<file path="config.mk">
export PLATFORM = sky130hd
export DESIGN_NAME = nand_ecc_dual
export DESIGN_NICKNAME = d
export VERILOG_FILES = /design/src/rtl/nand_ecc_pkg.sv /design/src/rtl/ecc_seq_ctrl.sv /design/src/rtl/ecc_half_acc.sv /design/src/rtl/ecc_readout.sv /design/src/rtl/nand_ecc_dual.sv
export SDC_FILE = /design/constraint.sdc
export NUM_CORES = 1
export LEC_CHECK = 0
export ABC_CLOCK_PERIOD_IN_PS = 2850
export BUFFER_PORTS_ARGS = -buffer_cell sky130_fd_sc_hd__buf_4
export CORE_ASPECT_RATIO = 0.9
export CORE_MARGIN = 2
export CORE_UTILIZATION = 40
export CTS_BUF_LIST = sky130_fd_sc_hd__clkbuf_4
export DETAILED_ROUTE_END_ITERATION = 10
export HOLD_SLACK_MARGIN = 0.12
export PLACE_DENSITY = 0.68
export SYNTH_ARGS = -nofsm -noshare
export SYNTH_HDL_FRONTEND = slang
export SYNTH_SLANG_ARGS = --single-unit
</file>
<file path="constraint.sdc">
create_clock -name clk -period 2.85 [get_ports clk]
set_input_delay 0.1425 -clock clk [delete_from_list [all_inputs] [get_ports clk]]
set_output_delay 0.1425 -clock clk [all_outputs]
set_load 0.03 [all_outputs]
</file>
<file path="src/rtl/nand_ecc_pkg.sv">
package nand_ecc_pkg;
  localparam int HALF_BYTES = 256;
  localparam int IDX_W      = $clog2(HALF_BYTES);
  localparam int LP_W       = 2 * IDX_W;
  localparam int BIT_SEL_W  = 3;
  localparam int CP_W       = 2 * BIT_SEL_W;
  localparam int CNT_W      = IDX_W + 1;
  localparam int NUM_HALVES = 2;
  localparam int WORD_W     = 16;
  localparam int NUM_WORDS  = 3;

  localparam logic [7:0] MODE_IDLE = 8'h00;
  localparam logic [7:0] MODE_CLR  = 8'hF4;
  localparam logic [7:0] MODE_ACC  = 8'hB4;
  localparam logic [7:0] MODE_RES  = 8'hD4;

  // Line-parity contribution of one byte at in-half index idx
  function automatic logic [LP_W-1:0] lp_step(input logic [IDX_W-1:0] idx,
                                              input logic [7:0] d);
    logic par;
    logic [LP_W-1:0] r;
    par = ^d;
    for (int k = 0; k < IDX_W; k++) begin
      r[2*k+1] = par & idx[k];
      r[2*k]   = par & ~idx[k];
    end
    return r;
  endfunction

  // Column-parity contribution of one byte
  function automatic logic [CP_W-1:0] cp_step(input logic [7:0] d);
    logic [CP_W-1:0] r;
    r = '0;
    for (int j = 0; j < BIT_SEL_W; j++) begin
      for (int b = 0; b < 8; b++) begin
        if (((b >> j) & 1) == 1) r[2*j+1] = r[2*j+1] ^ d[b];
        else                     r[2*j]   = r[2*j]   ^ d[b];
      end
    end
    return r;
  endfunction

  // Reported column byte: inverted column parity, two low bits fixed high
  function automatic logic [7:0] col_byte(input logic [CP_W-1:0] cp_raw);
    return {~cp_raw, 2'b11};
  endfunction
endpackage

</file>
<file path="src/rtl/ecc_seq_ctrl.sv">
module ecc_seq_ctrl
  import nand_ecc_pkg::*;
#(
  parameter int CW = CNT_W
) (
  input  logic          clk,
  input  logic          rst_n,
  input  logic          mode_wr,
  input  logic [7:0]    mode_code,
  input  logic          byte_vld,
  output logic          clr_pulse,
  output logic          acc_fire,
  output logic          res_mode,
  output logic [CW-1:0] byte_pos
);
  logic [7:0]    mode_q;
  logic [CW-1:0] cnt_q;

  assign clr_pulse = mode_wr && (mode_code == MODE_CLR);
  assign acc_fire  = byte_vld && (mode_q == MODE_ACC) && !clr_pulse;
  assign res_mode  = (mode_q == MODE_RES);
  assign byte_pos  = cnt_q;

  always_ff @(posedge clk or negedge rst_n) begin
    if (!rst_n) begin
      mode_q <= MODE_IDLE;
    end else if (mode_wr) begin
      mode_q <= mode_code;
    end
  end

  always_ff @(posedge clk or negedge rst_n) begin
    if (!rst_n) begin
      cnt_q <= '0;
    end else if (clr_pulse) begin
      cnt_q <= '0;
    end else if (acc_fire) begin
      cnt_q <= cnt_q + 1'b1;
    end
  end

  AST_CNT_CLEAR: assert property (@(posedge clk) disable iff (!rst_n)
    clr_pulse |=> (cnt_q == '0));
  AST_CNT_STEP: assert property (@(posedge clk) disable iff (!rst_n)
    acc_fire |=> (cnt_q == $past(cnt_q) + 1'b1));
  AST_CNT_HOLD: assert property (@(posedge clk) disable iff (!rst_n)
    (!acc_fire && !clr_pulse) |=> $stable(cnt_q));
endmodule

</file>
<file path="src/rtl/ecc_half_acc.sv">
module ecc_half_acc
  import nand_ecc_pkg::*;
#(
  parameter int          CW      = CNT_W,
  parameter int          IW      = IDX_W,
  parameter logic        HALF_ID = 1'b0
) (
  input  logic            clk,
  input  logic            rst_n,
  input  logic            clr,
  input  logic            fire,
  input  logic [CW-1:0]   pos,
  input  logic [7:0]      data,
  output logic            upd,
  output logic [LP_W-1:0] lp_raw,
  output logic [CP_W-1:0] cp_raw
);
  logic [LP_W-1:0] lp_q;
  logic [CP_W-1:0] cp_q;

  assign upd    = fire && (pos[CW-1] == HALF_ID);
  assign lp_raw = lp_q;
  assign cp_raw = cp_q;

  always_ff @(posedge clk or negedge rst_n) begin
    if (!rst_n) begin
      lp_q <= '0;
      cp_q <= '0;
    end else if (clr) begin
      lp_q <= '0;
      cp_q <= '0;
    end else if (upd) begin
      lp_q <= lp_q ^ lp_step(pos[IW-1:0], data);
      cp_q <= cp_q ^ cp_step(data);
    end
  end

  AST_HALF_CLEAR: assert property (@(posedge clk) disable iff (!rst_n)
    clr |=> (lp_q == '0 && cp_q == '0));
  AST_HALF_HOLD: assert property (@(posedge clk) disable iff (!rst_n)
    (!upd && !clr) |=> ($stable(lp_q) && $stable(cp_q)));
  AST_HALF_CPAR: assert property (@(posedge clk) disable iff (!rst_n)
    upd |=> ((^(lp_q ^ $past(lp_q))) == 1'b0));
endmodule

</file>
<file path="src/rtl/ecc_readout.sv">
module ecc_readout
  import nand_ecc_pkg::*;
#(
  parameter int WW = WORD_W,
  parameter int NW = NUM_WORDS
) (
  input  logic            clk,
  input  logic            rst_n,
  input  logic            mode_wr,
  input  logic            res_mode,
  input  logic            rd_stb,
  input  logic [LP_W-1:0] lp_a,
  input  logic [CP_W-1:0] cp_a,
  input  logic [LP_W-1:0] lp_b,
  input  logic [CP_W-1:0] cp_b,
  output logic [WW-1:0]   rd_word
);
  localparam int SEL_W = $clog2(NW);

  logic [SEL_W-1:0] sel_q;
  logic             step;
  logic [LP_W-1:0]  lpn_a, lpn_b;
  logic [7:0]       col_a, col_b;
  logic [WW-1:0]    word_mux;

  assign step  = rd_stb && res_mode && !mode_wr;
  assign lpn_a = ~lp_a;
  assign lpn_b = ~lp_b;
  assign col_a = col_byte(cp_a);
  assign col_b = col_byte(cp_b);

  always_ff @(posedge clk or negedge rst_n) begin
    if (!rst_n) begin
      sel_q <= '0;
    end else if (mode_wr) begin
      sel_q <= '0;
    end else if (step) begin
      sel_q <= (sel_q == SEL_W'(NW - 1)) ? '0 : sel_q + 1'b1;
    end
  end

  always_comb begin
    case (sel_q)
      2'd0:    word_mux = {lpn_a[15:8], lpn_a[7:0]};
      2'd1:    word_mux = {lpn_b[7:0], col_a};
      default: word_mux = {col_b, lpn_b[15:8]};
    endcase
  end

  assign rd_word = res_mode ? word_mux : '0;

  AST_SEL_RANGE: assert property (@(posedge clk) disable iff (!rst_n)
    sel_q <= SEL_W'(NW - 1));
  AST_SEL_RESTART: assert property (@(posedge clk) disable iff (!rst_n)
    mode_wr |=> (sel_q == '0));
  AST_SEL_IDLE: assert property (@(posedge clk) disable iff (!rst_n)
    (!res_mode && !mode_wr) |=> $stable(sel_q));
endmodule

</file>
<file path="src/rtl/nand_ecc_dual.sv">
module nand_ecc_dual
  import nand_ecc_pkg::*;
(
  input  logic        clk,
  input  logic        rst_n,
  input  logic        mode_wr,
  input  logic [7:0]  mode_code,
  input  logic        byte_vld,
  input  logic [7:0]  byte_data,
  input  logic        rd_stb,
  output logic [15:0] rd_word
);
  logic             clr_pulse, acc_fire, res_mode;
  logic [CNT_W-1:0] byte_pos;
  logic [NUM_HALVES-1:0] half_upd;
  logic [LP_W-1:0]  lp_raw [NUM_HALVES];
  logic [CP_W-1:0]  cp_raw [NUM_HALVES];

  ecc_seq_ctrl #(.CW(CNT_W)) u_ctrl (
    .clk(clk), .rst_n(rst_n), .mode_wr(mode_wr), .mode_code(mode_code),
    .byte_vld(byte_vld), .clr_pulse(clr_pulse), .acc_fire(acc_fire),
    .res_mode(res_mode), .byte_pos(byte_pos)
  );

  for (genvar h = 0; h < NUM_HALVES; h++) begin : g_half
    ecc_half_acc #(.CW(CNT_W), .IW(IDX_W), .HALF_ID(1'(h))) u_half (
      .clk(clk), .rst_n(rst_n), .clr(clr_pulse), .fire(acc_fire),
      .pos(byte_pos), .data(byte_data), .upd(half_upd[h]),
      .lp_raw(lp_raw[h]), .cp_raw(cp_raw[h])
    );
  end

  ecc_readout #(.WW(WORD_W), .NW(NUM_WORDS)) u_rd (
    .clk(clk), .rst_n(rst_n), .mode_wr(mode_wr), .res_mode(res_mode),
    .rd_stb(rd_stb), .lp_a(lp_raw[0]), .cp_a(cp_raw[0]),
    .lp_b(lp_raw[1]), .cp_b(cp_raw[1]), .rd_word(rd_word)
  );

  AST_ONE_HALF: assert property (@(posedge clk) disable iff (!rst_n)
    $onehot0(half_upd));
  AST_FIRE_HITS: assert property (@(posedge clk) disable iff (!rst_n)
    acc_fire |-> ($countones(half_upd) == 1));
  AST_QUIET_WORD: assert property (@(posedge clk) disable iff (!rst_n)
    (mode_wr && mode_code != MODE_RES) |=> (rd_word == '0));
endmodule

</file>
Word level (Yosys, flattened, before mapping)
Cells that the tools add are included.
{"block": "totals", "ff_bits": 63, "latch_bits": 0, "mem_bits_rw": 0, "romBits": 0, "inputBits": 21, "output_inout_bits": 16, "wordCells": 203, "n_memories": 0}
{"block": "op_classes", "n_addsub": 2, "multipliers": 0, "div_mod_pow": 0, "n_lt_le_gt_ge": 0, "eq_ne": 5, "shifts": 0, "n_mux": 107, "bitwise_logic": 67, "reduce_logical": 15}
{"operator": "1-bit two-way mux", "count": 92}
{"operator": "16-bit two-way mux", "count": 5}
{"operator": "1-bit bitwise XOR", "count": 34}
{"operator": "16-bit inverter", "count": 2}
{"operator": "16-bit one-hot mux with 2 select lines", "count": 1}
{"operator": "16-bit bitwise XOR", "count": 2}
{"operator": "8-bit == test (second input constant)", "count": 3}
{"operator": "6-bit two-way mux", "count": 4}
{"operator": "9-bit two-way mux", "count": 2}
{"operator": "1-bit bitwise AND", "count": 16}
{"operator": "6-bit inverter", "count": 2}
{"operator": "6-bit bitwise XOR", "count": 2}
{"operator": "9-bit by 1-bit adder with 9-bit output (second input constant)", "count": 1}
{"operator": "1-bit inverter", "count": 9}
{"operator": "2-bit nonzero test", "count": 4}
{"operator": "8-bit parity", "count": 1}
{"operator": "1-bit logical AND", "count": 7}
{"operator": "2-bit two-way mux", "count": 3}
{"operator": "2-bit by 1-bit adder with 2-bit output (second input constant)", "count": 1}
{"operator": "2-bit by 1-bit == test with 1-bit output (second input constant)", "count": 1}
{"operator": "2-bit == test (second input constant)", "count": 1}
{"operator": "1-bit zero test", "count": 2}
{"operator": "2-bit zero test", "count": 1}

Depth between registers and ports, before layout
Gate-level depths: netlist of run 1.
{"block": "logic_depth", "word_depth": 21, "ltp_mapped": 8, "mapped_depth_nobuf": 5}

Cells and area by module
From an unflattened synthesis of run 1, not the netlist that was laid out.
{"block": "hier_totals", "hier_cells": 377, "area_unflattened_um2": 3628.5}
{"module": "ecc_half_acc at g_half[0].u_half", "n_inst": 1, "cells_per_inst": 121, "area_each_um2": 1142.3, "seq_area_each_um2": 550.5}
{"module": "ecc_half_acc at g_half[1].u_half", "n_inst": 1, "cells_per_inst": 121, "area_each_um2": 1139.8, "seq_area_each_um2": 550.5}
{"module": "ecc_seq_ctrl", "n_inst": 1, "cells_per_inst": 73, "area_each_um2": 808.3, "seq_area_each_um2": 425.4}
{"module": "ecc_readout", "n_inst": 1, "cells_per_inst": 62, "area_each_um2": 538.0, "seq_area_each_um2": 50.0}

Worst setup path after synthesis of run 1
Ideal clock, no wire load.
{"block": "synth_timing", "path_kind": "reg-to-output", "startpoint": "register u_rd.sel_q[0]", "endpoint": "output port rd_word[13]", "arrival_ps": 1999, "required_time_ps": 2707, "setup_slack_ps": 708, "stages_incl_launch_ff": 6, "n_path_buf": 2, "path_cell_list": "dfrtp_1 clkbuf_1 clkbuf_1 mux2_2 mux2_2 nor2_1"}
{"block": "synth_between", "elab_chain_cells": 3, "elab_cells_between_ends": 4, "cone_classes": "1 x eq/ne; 2 x mux; 1 x reduce/logical"}
{"element": "start: declaration", "line_no": "ecc_readout.sv:20", "text": "logic [SEL_W-1:0] sel_q;"}
{"element": "start signal: assignment", "line_no": "ecc_readout.sv:38", "text": "sel_q <= (sel_q == SEL_W'(NW - 1)) ? '0 : sel_q + 1'b1;"}
{"element": "2-bit by 1-bit == test with 1-bit output / 2-bit zero test (equally long branches)", "line_no": "ecc_readout.sv:43", "text": "case (sel_q)"}
{"element": "16-bit one-hot mux with 2 select lines (*)", "line_no": "ecc_readout.sv:43"}
{"element": "16-bit two-way mux (*)", "line_no": "ecc_readout.sv:50", "text": "assign rd_word = res_mode ? word_mux : '0;"}
{"element": "end: declaration", "line_no": "nand_ecc_dual.sv:11", "text": "output logic [15:0] rd_word"}
Every way passes the cells marked *; elsewhere a longest branch is shown, timed or not.

Worst setup path in the final report of run 1
{"block": "layout_timing", "startpoint": "register u_ctrl.mode_q[1]", "endpoint": "output port rd_word[0]"}
{"block": "layout_between", "elab_chain_cells": 2}
{"element": "start: declaration", "line_no": "ecc_seq_ctrl.sv:16", "text": "logic [7:0] mode_q;"}
{"element": "start signal: assignment", "line_no": "ecc_seq_ctrl.sv:28", "text": "mode_q <= mode_code;"}
{"element": "8-bit == test", "line_no": "ecc_seq_ctrl.sv:21", "text": "assign res_mode = (mode_q == MODE_RES);"}
{"element": "16-bit two-way mux", "line_no": "ecc_readout.sv:50"}
Every way passes these cells.

==> impl_metrics.ini, run 1 <==
[synth]
synth_cell_types = 27
syn_nets = 372
yosys_warnings = 0
ys_seq_area_frac = 0.4567
syn_inst = 350
avgSynthCellArea_um2 = 9.863
ys_ff_latch = 63
syn_area_mm2 = 0.003452

[timing]
maxSlewHeadroom = 0.4316
setup_viol = 0
drv_slew = 0
fin_tns_setup_ns = 0
finalCritPeriodShare = 0.8018
tightest_slew_ns = 0.8526
rsz0062_at_grt = no
finClkSkew_ns = 0.008488
period_needed_ns = 2.285
holdWs_ns = 0.1894
fmax_mhz = 437.6
hold_violations = 0

[hold_path]
hold_path.class = in -> reg

[die]
fp.dieH_um = 92.13
core_area_mm2 = 0.008488
die_w_um = 101.9
start_util = 0.4067
rows = 32
die_area_mm2 = 0.009390
io_pins = 37

[worst_setup_path]
worst_path_largest_cell_delay_ns = 0.40
crit_top_cell = buf_4
critPathKind = reg -> out
crit_required_ns = 2.71
path_delay_family = simple AND/OR/NAND/NOR gates
cp_max_fo = 16
startpoint_type = register
crit_chain = nor4b_1 -> nand4b_1 -> buf_4 -> a211oi_1 -> buf_4
arrival_ns = 2.14
cp_slowest_cell = dfrtp_1
worst-path-buf-inv = 2
r2r_slack_ns = 0.56
cp-end-kind = output port

[clocking]
cts_resized = 0
clock_latency_ns = 0.40
clock-root-buffer = clkbuf_4
cts_setup_buffers = 0
cts.path.max_buffers = 2
clkSinkCount = 63
h-tree-depth = 3
clk_pin_slew_worst_paths_ns = 0.11
numCtsBuffers = 9
tritoncts = built

[route]
drt-initial-drc-count = 212
drc = 0
vias = 2945
antenna_left = 0
totalWireLength_mm = 8.206
avgViaCountPerCell = 5.696
wire_per_inst_um = 15.87
dr.pass1.iters = 5

[grt]
antenna_found_initial = 0
grt_max_degree = 65
grt_overflow = 0
grtUsageTotal = 0.1889
grt_pass1_vias = 2908
grt_pass1_wl_mm = 14.07

[power_and_ir_drop]
vdd_drop_max_v = 0.0002390
p_per_area_mw_per_mm2 = 439.1
power.total_mw = 1.805
leakage_nw = 1.757

[final_layout]
instances_no_fill = 517
finalNetCount = 415
diodes = 0
multi_input_area_mm2 = 0.001737
final_cell_mix = 63 x dfrtp_1, 45 x a21oi_1, 42 x buf_4
drive_gt1_frac = 0.2312
nFillCells = 812
fin_util = 0.4844
final_common_cell = dfrtp_1
seq_area_mm2 = 0.001577
syn_to_final_growth_pct = 19.10

[job]
maxCapViolCount = 0

[placement]
place_congestion = 0.7434
dpl.cell_count = 484
dp_hpwl_mm = 5.159
port_buffers = 36

[outcome]
status = completed
==> layout make-up <==
cell class | count | area share
Timing Repair Buffer | 60 | 0.1229
Inverter | 11 | 0.01004
Multi-Input combinational cell | 248 | 0.4224
Sequential cell | 63 | 0.3834
Clock inverter | 6 | 0.006695
Tap cell | 119 | 0.03621
Clock buffer | 10 | 0.01826
==> what timing repair did <==
| action | CTS | global route |
|---|---|---|
| hold buffers | 17 | 0 |
| endpoints found under the setup margin | 0 | 0 |
| hold endpoints to repair | 73 | 0 |
==> report_power, final <==
part | switching, mW | internal [mW] | total (mW)
clock network | 0.320 | 0.178 | 0.498
logic | 0.205 | 0.117 | 0.321
registers | 0.0459 | 0.941 | 0.986
total | 0.570 | 1.23 | 1.81
==> layer usage <==
metal,global-route usage,routed length [um],vias up
met1,0.2500,3629,1474
met5,0,0,-
met3,0.04497,321,13
met2,0.3026,4143,69
met4,0.06444,112,0
li1,-,-,1389
==> worst paths after layout <==
check,end,cells past startpoint,start
setup / recovery,rd_word[0],5,u_ctrl.mode_q[1]$_DFFE_PN0P_
hold / removal,u_rd.sel_q[0]$_DFFE_PN0P_,5,rd_stb
setup reg to reg,g_half[0].u_half.lp_raw[6]$_DFFE_PN0P_,6,u_ctrl.mode_q[1]$_DFFE_PN0P_
hold reg to reg,u_ctrl.mode_q[1]$_DFFE_PN0P_,1,u_ctrl.mode_q[1]$_DFFE_PN0P_
max in group asynchronous,u_ctrl.byte_pos[7]$_DFFE_PN0P_,2,rst_n
min in group asynchronous,g_half[0].u_half.lp_raw[9]$_DFFE_PN0P_,2,rst_n
==> worst register-to-register path: cells and delay by family (launching register included) <==
family | cells | cell delay, ns
simple gates | 4 | 1.40
buf+inv | 1 | 0.25
compound gates | 1 | 0.16
flops | 1 | 0.40
==> through the flow <==
step                      instance area (um2)  setup WS (ns)
after floorplan                          3452         0.7085
final                                    4111         0.5649
after detailed placement                 3839         0.6015
after global routing                     4111         0.3280
after global placement                   3839         0.7099
after CTS                                4111         0.5434
==> sequential cells by signal (all words and copies together), names as in the netlist <==
name                  flops
g_half.u_half.lp_raw     32
u_ctrl.byte_pos           9
u_ctrl.mode_q             8
g_half.u_half.cp_raw     12
u_rd.sel_q                2
==> synth_stat cells, drive strengths merged <==
master / count / share of area
o31ai: 32 / 0.070
a21oi: 45 / 0.065
nand4: 6 / 0.011
nor4b: 1 / 0.0025
inv: 11 / 0.012
mux2: 31 / 0.10
nor3: 1 / 0.0014
and3: 3 / 0.0054
nor3b: 2 / 0.0043
or3b: 1 / 0.0025
nand2: 6 / 0.0065
xnor2: 23 / 0.058
or2: 1 / 0.0018
o21ai: 13 / 0.019
clkbuf: 23 / 0.025
and3b: 1 / 0.0025
a211oi: 2 / 0.0043
buf: 5 / 0.0069
mux2i: 4 / 0.012
nor2: 28 / 0.030
or3: 12 / 0.022
nand4b: 2 / 0.0051
or4: 32 / 0.070
and2: 1 / 0.0018
ha: 1 / 0.0036
dfrtp: 63 / 0.46
==> cell families (layout without fill, tap and decap cells) <==
kind of cell	Yosys count	after routing	synth area share
compound gates	92	92	0.1580
xor+xnor	23	23	0.05835
fa+ha+maj	1	1	0.003624
buf+inv	39	87	0.04385
flops	63	63	0.4567
mux	35	35	0.1127
simple gates	97	97	0.1667
Power figures use the tool's default switching activity.
==> inputs of run 2 (changes only) <==
Settings changed: ABC_CLOCK_PERIOD_IN_PS 2850 to 2400.
Clock period 2.85 ns to 2.4 ns, I/O delays scaled along.
==> impl_metrics.ini, run 2 (synthesis results as in run 1) <==
[clocking]
clk_pin_slew_worst_paths_ns = 0.11
tritoncts = built
h-tree-depth = 3
numCtsBuffers = 9
clkSinkCount = 63
clock_latency_ns = 0.41
clock-root-buffer = clkbuf_4
cts.path.max_buffers = 2

[placement]
port_buffers = 36
place_congestion = 0.7566
postPlaceCellArea_mm2 = 0.003861
post-place-ws_ns = 0.2126
dp_hpwl_mm = 5.108

[grt]
grtUsageTotal = 0.1892
grt_pass1_wl_mm = 13.98
grt_pass1_vias = 2796
antenna_found_initial = 0
grt_overflow = 0
grt_max_degree = 65

[worst_setup_path]
cp-end-kind = output port
rr_worst_depth = 6
rr_startpoint = u_ctrl.mode_q[0]$_DFFE_PN0P_
crit_chain = mux2_2 -> nor2_1 -> buf_4
r2r_slack_ns = 0.29
worst-path-buf-inv = 1
cp_slowest_cell = dfrtp_1
r2r-end = g_half[0].u_half.lp_raw[15]$_DFFE_PN0P_
arrival_ns = 2.10
startpoint_type = register
path_delay_family = flip-flops
crit_required_ns = 2.28
crit_start = u_rd.sel_q[1]$_DFFE_PN0P_
cp_max_fo = 21
critPathKind = reg -> out
worst_path_largest_cell_delay_ns = 0.94

[timing]
fin_tns_setup_ns = 0
timing.final.ws_setup_ns = 0.1784
tightest_slew_ns = 0.8821
drv_slew = 0
maxSlewHeadroom = 0.4119
finClkSkew_ns = 0.01787
period_needed_ns = 2.222
hold_violations = 0
fmax_mhz = 450.1
finalCritPeriodShare = 0.9257
setup_viol = 0
rsz0062_at_grt = no

[power_and_ir_drop]
vdd_drop_max_v = 0.0003460
p_per_area_mw_per_mm2 = 573.4
leakage_nw = 1.774

[route]
vias = 2856
drt-initial-drc-count = 176
dr.pass1.iters = 4
totalWireLength_mm = 8.029
wire_per_inst_um = 15.56
avgViaCountPerCell = 5.535
antenna_left = 0
drc = 0

[hold_path]
worstHoldPathCells = 5
hold_path.class = in -> reg
min_to = u_rd.sel_q[1]$_DFFE_PN0P_
min_from = rd_stb

[die]
io_pins = 37
fp.dieH_um = 92.13
die_area_mm2 = 0.009390
die_w_um = 101.9
start_util = 0.4067
core_area_mm2 = 0.008488
rows = 32

[final_layout]
fin_util = 0.4894
finalNetCount = 414
largest_register_ff_count = 32
nFillCells = 804
diodes = 0
final_common_cell = dfrtp_1
syn_to_final_growth_pct = 20.33
postLayoutCellArea_mm2 = 0.004154
final_cell_mix = 62 x dfrtp_1, 45 x a21oi_1, 45 x buf_4
drive_gt1_frac = 0.2443

[outcome]
status = completed

[job]
maxCapViolCount = 0
## run 2: changes by cell type in the layout (fill, tap and decap cells not counted), sizes merged
| cell | previous run | this run |
|---|---|---|
| clkinv | 6 | 3 |
| clkbuf | 10 | 11 |
| buf | 43 | 46 |
| bufinv | 0 | 2 |
| dlygate4sd3 | 17 | 13 |
## run 2: area by class of cell
cell class	instances	area, um2	area share
Multi-Input combinational cell	248	1743	0.4196
Sequential cell	63	1578	0.3798
Timing Repair Buffer	59	488.0	0.1175
Tap cell	119	148.9	0.03584
Clock buffer	11	82.58	0.01988
Clock inverter	5	72.57	0.01747
Inverter	11	41.29	0.009940
## run 2: per-stage QoR
| step | power, mW | hold WS [ns] | cells |
|---|---|---|---|
| 2_1_floorplan | 1.419 | -0.1756 | 350 |
| 4_1_cts | 2.402 | 0.1646 | 516 |
| 5_1_grt | 2.516 | 0.1811 | 516 |
| 3_3_place_gp | 1.551 | 0.2627 | 487 |
| 6_report | 2.382 | 0.1786 | 516 |
| 3_5_place_dp | 1.566 | 0.2647 | 487 |
## run 2: how the worst max path moves through the flow
stage | to | cells past startpoint
after global routing | rd_word[0] | 5
after detailed placement | g_half[0].u_half.lp_raw[15]$_DFFE_PN0P_ | 6
after CTS | rd_word[0] | 5
after floorplan | rd_word[13] | 5
final | rd_word[5] | 3
after global placement | g_half[0].u_half.lp_raw[5]$_DFFE_PN0P_ | 6
## run 2: per-layer routing
metal	part of all wire	vias up	global-route usage
met4	0.010	0	0.05333
met1	0.47	1408	0.2551
met3	0.034	7	0.04268
met2	0.49	61	0.3048
li1	-	1380	-
met5	0	-	0
## run 2: worst min-delay path, delay by kind of cell
kind | cells | cell delay (ns)
AND/OR/NAND/NOR | 2 | 0.24
buffers and inverters | 2 | 0.15
AO/OA/AOI/OAI | 1 | 0.05
## run 2: power breakdown
part / switching, mW / total [mW] / internal, mW
registers: 0.0537 / 1.17 / 1.12
logic: 0.247 / 0.398 / 0.151
clock network: 0.375 / 0.814 / 0.438
## run 2: timing repair
action / 4_1_cts / 5_1_grt
gates resized for setup: 0 / 2
setup buffers: 0 / 0
endpoints found under the hold margin: 73 / 0
endpoints found under the setup margin: 0 / 4
hold buffers: 13 / 0
